## src/rtl/pwr_recycle_ctrl.sv

```systemverilog
module pwr_recycle_ctrl #(
  parameter int NUM_FAULTS  = 4,
  parameter int HOLD_CYCLES = 500_000_000
) (
  input  logic                  clk,
  input  logic                  rst_n,
  input  logic [NUM_FAULTS-1:0] supply_fault_i,
  input  logic                  cmd_high_i,
  input  logic                  cmd_med_i,
  input  logic                  cmd_low_i,
  input  logic                  cmd_off_i,
  input  logic                  backup_ok_i,
  output logic                  fault_stretch_o,
  output logic                  data_clear_o,
  output logic                  data_strobe_o,
  output logic                  turn_on_req_o,
  output logic [1:0]            level_o
);

  localparam int CW = $clog2(HOLD_CYCLES + 1);
  localparam logic [CW-1:0] HOLD_V = CW'(HOLD_CYCLES);
  localparam logic [1:0] LVL_OFF = 2'd0, LVL_LOW = 2'd1, LVL_MED = 2'd2, LVL_HIGH = 2'd3;

  logic [NUM_FAULTS-1:0] flt_s1, flt_s2;
  logic [3:0]            cmd_s1, cmd_s2;
  logic [CW-1:0]         cnt_q;
  logic                  hold_q, prev_q;
  logic [1:0]            level_q;
  logic                  raw_any;

  always_ff @(posedge clk or negedge rst_n)
    if (!rst_n) begin
      flt_s1 <= '0;
      flt_s2 <= '0;
      cmd_s1 <= '0;
      cmd_s2 <= '0;
    end else begin
      flt_s1 <= supply_fault_i;
      flt_s2 <= flt_s1;
      cmd_s1 <= {cmd_off_i, cmd_high_i, cmd_med_i, cmd_low_i};
      cmd_s2 <= cmd_s1;
    end

  assign raw_any = |flt_s2;

  always_ff @(posedge clk or negedge rst_n)
    if (!rst_n) begin
      cnt_q  <= HOLD_V;
      hold_q <= 1'b1;
      prev_q <= 1'b1;
    end else begin
      prev_q <= fault_stretch_o;
      if (raw_any) begin
        cnt_q  <= HOLD_V;
        hold_q <= 1'b1;
      end else if (cnt_q != '0) begin
        cnt_q  <= cnt_q - 1'b1;
        hold_q <= (cnt_q != CW'(1));
      end
    end

  assign fault_stretch_o = raw_any | hold_q;
  assign data_clear_o    = fault_stretch_o;

  logic       cmd_any;
  logic [1:0] cmd_lvl;
  assign cmd_any = raw_any | (|cmd_s2);
  always_comb begin
    if (raw_any || cmd_s2[3]) cmd_lvl = LVL_OFF;
    else if (cmd_s2[2])       cmd_lvl = LVL_HIGH;
    else if (cmd_s2[1])       cmd_lvl = LVL_MED;
    else                      cmd_lvl = LVL_LOW;
  end

  always_ff @(posedge clk)
    if (!rst_n) begin
      if (!backup_ok_i) level_q <= LVL_OFF;
    end else if (!fault_stretch_o && cmd_any) begin
      level_q <= cmd_lvl;
    end

  assign level_o       = level_q;
  assign data_strobe_o = prev_q & ~fault_stretch_o;
  assign turn_on_req_o = data_strobe_o & (level_q != LVL_OFF);


  level_frozen_chk: assert property (@(posedge clk) disable iff (!rst_n)
    fault_stretch_o |=> $stable(level_o));


  strobe_single_chk: assert property (@(posedge clk) disable iff (!rst_n)
    data_strobe_o |=> !data_strobe_o);


  release_strobe_chk: assert property (@(posedge clk) disable iff (!rst_n)
    $fell(fault_stretch_o) |-> data_strobe_o);


  turn_on_gate_chk: assert property (@(posedge clk) disable iff (!rst_n)
    turn_on_req_o |-> (data_strobe_o && level_o != LVL_OFF));


  idle_count_chk: assert property (@(posedge clk) disable iff (!rst_n)
    !fault_stretch_o |-> (cnt_q == '0));

endmodule

```

## config.mk

```make
export PLATFORM = sky130hd
export DESIGN_NAME = pwr_recycle_ctrl
export DESIGN_NICKNAME = d
export VERILOG_FILES = /design/src/rtl/pwr_recycle_ctrl.sv
export SDC_FILE = /design/constraint.sdc
export NUM_CORES = 1
export LEC_CHECK = 0
export ABC_CLOCK_PERIOD_IN_PS = 4500
export BUFFER_PORTS_ARGS = -buffer_cell sky130_fd_sc_hd__buf_2
export CELL_PAD_IN_SITES_DETAIL_PLACEMENT = 1
export CELL_PAD_IN_SITES_GLOBAL_PLACEMENT = 2
export CORE_UTILIZATION = 42
export CTS_CLUSTER_DIAMETER = 80
export DETAILED_ROUTE_END_ITERATION = 16
export PLACE_DENSITY_LB_ADDON = 0.1
export SLEW_MARGIN = 25
export SYNTH_ARGS = -nofsm -noshare
export SYNTH_HDL_FRONTEND = slang
export SYNTH_SLANG_ARGS = --single-unit
export TNS_END_PERCENT = 50
```

## constraint.sdc

```tcl
create_clock -name clk -period 4.5 [get_ports clk]
set_input_delay 0.45 -clock clk [delete_from_list [all_inputs] [get_ports clk]]
set_output_delay 0.45 -clock clk [all_outputs]
set_load 0.02 [all_outputs]
```

==> impl_metrics.toml <==
[outcome]
status = "finished, final reports clean"

[pwr]
intPower_mw = 0.6497
swShare_pct = 22.32
worst_ir_drop_vdd_v = 0.0001477
powerDensity_mw_per_mm2 = 333.9
total_power_mw = 0.8363
power_leakage_nw = 0.9953
power_switching_mw = 0.1866
p_clk_share_pct = 39.7
power_frac_seq_pct = 54.9
p_comb_share_pct = 5.4

[synth]
ys_seq_elements = 49
synth_edf_count = 2
ys_seq_area_share_pct = 56.19
yosysWarnings = 0
synth_area_sq_mm = 0.002233
synth_area_per_cell_sq_um = 10.69
ys.flop_type = "dfrtp_1"
async_flop_share_pct = 95.92
synthCells = 209
synth_cell_types = 46
syn-num-nets = 223

[timing]
finalHoldViolCount = 0
max-slew-margin-rel_pct = 48.37
finalClockSkew_ns = 0.01285
rsz0062_at_grt = "no"
fmax_mhz = 423.4
setup_tns_ns = 0
worstMarginPinSlew_ns = 0.7674
min_period_ns = 2.362
post-route-period-util_pct = 52.49
drv_slew = 0
setup_viol = 0

[critical_path]
required_ns = 4.72
r2r_slack_ns = 2.14
cp.arrival_ns = 2.58
slowest_delay_ns = 0.46
path_delay_family = "simple AND/OR/NAND/NOR gates"
slowest_stage = "a211o_1"
endpoint_kind = "flip-flop"
cp.buffers_inverters = 1
cp-start-kind = "flip-flop"
cp_max_fo = 11
path_class = "reg2reg"
path_cells = "inv_1, ha_1, nor2b_1, and2_1, a211o_1, or4_1, a21oi_1"

[hold_path]
hold_path_class = "in2async"

[routing]
vias = 1664
wl_per_cell_um = 15.98
ant_nets = 0
dr.pass1.iters = 4
vias_per_cell = 5.603
drt_iter0_drc = 75
routed_wl_mm = 4.747
drc_errors = 0

[die]
dieArea_sq_mm = 0.005613
fp.dieW_um = 74.92
rows = 26
initial_core_util_pct = 43.73
io_pins = 17
die_height_um = 74.92
core_sq_mm = 0.005107

[clock_network]
cts_hold_buffers = 0
cts_setup_buffers = 0
path_clk_slew_ns = 0.10
clkLatencyLatePin_ns = 0.31
clock_sinks = 49
numCtsBuffers = 5
clockBufferDepth = 2
htree_levels = 2
tritoncts = "done"
ctsResizeCount = 0
root_buffer = "clkbuf_8"

[grt]
grtUsageTotal_pct = 19.66
grt_max_degree = 51
globalRouteOverflowTotal = 0
grt_pass1_wl_mm = 8.128
first_global_vias = 1709
antenna_found_initial = 0

[layout]
fin_nets = 240
syn2layout_area_growth_pct = 12.16
layout_common_cells = "dfrtp_1, nor2_1, buf_2"
nFillCells = 577
layoutNonFillerInstCount = 297
diodes = 0
drive_above_1_share_pct = 22.03
final_common_cell = "dfrtp_1"

[placement]
portBuffers = 16
dp_hpwl_mm = 3.344
gp_congestion = 0.7171
dp.cells = 289

[run]
cap_violations = 0
==> layout make-up <==
| class | instances | area, sq um | share of cell area (%) |
|---|---|---|---|
| Clock buffer | 6 | 82.58 | 3.297 |
| Clock inverter | 2 | 37.54 | 1.499 |
| Inverter | 5 | 18.77 | 0.7493 |
| Multi-Input combinational cell | 147 | 928.4 | 37.06 |
| Sequential cell | 49 | 1255 | 50.10 |
| Tap cell | 70 | 87.58 | 3.497 |
| Timing Repair Buffer | 18 | 95.09 | 3.796 |
==> metrics by stage <==
stage               utilization [%]  hold slack [ns]  worst slack (ns)  area, sq um
global placement              46.69           0.3326             2.249         2385
detailed placement            46.69           0.3363             2.161         2385
global route                  49.04           0.2287             1.880         2505
CTS                           49.04           0.2311             2.127         2505
finish                        49.04           0.2121             2.138         2505
floorplan                         -           0.1544             1.955         2233
==> Yosys cell counts (all sizes together), types with 2 or more instances <==
master,n,area (sq um)
a21o,2,15.01
a21oi,15,75.07
a31oi,3,18.77
and3,3,18.77
buf,4,22.52
clkbuf,4,15.01
dfrtp,32,800.8
dfstp,15,394.1
edfxtp,2,60.06
ha,3,37.54
inv,5,18.77
nand2,10,37.54
nand2b,3,18.77
nand3,10,55.05
nand3b,3,22.52
nand4,2,12.51
nor2,16,60.06
nor2b,3,18.77
nor3,7,40.04
nor4,6,52.55
o21ai,13,65.06
o31ai,6,45.04
or2,2,15.02
or3,12,75.07
or4,9,71.32
xnor2,5,43.79
==> path summary, 6_finish.rpt <==
check | from | to | cells past startpoint
setup / recovery | cnt_q[0] | cnt_q[20] | 7
hold / removal | rst_n | cnt_q[3] | 2
setup reg to reg | cnt_q[0] | cnt_q[20] | 7
hold reg to reg | flt_s1[3] | flt_s2[3] | 0
max in group asynchronous | rst_n | cnt_q[12] | 2
min in group clk | cmd_low_i | cmd_s1[0] | 1
==> logic make-up after synthesis <==
| family | synth area share, % |
|---|---|
| and+or+nand+nor | 24.03 |
| DFF | 56.19 |
| AOI/OAI and AO/OA | 12.77 |
| muxes | 0.4482 |
| xor gates and xnor gates | 2.353 |
| adders and majority gates | 1.681 |
| buffers and inverters | 2.521 |
==> metal layers <==
| metal | part of all wire (%) | track usage, % | routed length, um | vias up |
|---|---|---|---|---|
| met3 | 3.4 | 4.284 | 163 | 9 |
| li1 | - | - | - | 797 |
| met5 | 0 | 0 | 0 | - |
| met2 | 50 | 33.33 | 2374 | 25 |
| met4 | 1.7 | 7.338 | 82 | 0 |
| met1 | 45 | 24.70 | 2127 | 833 |
==> registers in the layout, indices dropped and copies added, names as in the netlist <==
signal,count
cnt_q,29
hold_q,1
flt_s2,4
cmd_s1,4
prev_q,1
flt_s1,4
level_o,2
cmd_s2,4
==> power by group through the flow <==
stage	Sequential, mW	Combinational [mW]	Clock, mW
floorplan	0.466	0.0246	0
finish	0.459	0.0454	0.332
CTS	0.459	0.0466	0.342
global placement	0.466	0.0448	0
global route	0.460	0.0517	0.357
detailed placement	0.467	0.0464	0
Note: power is estimated with default switching activity, not from simulation.
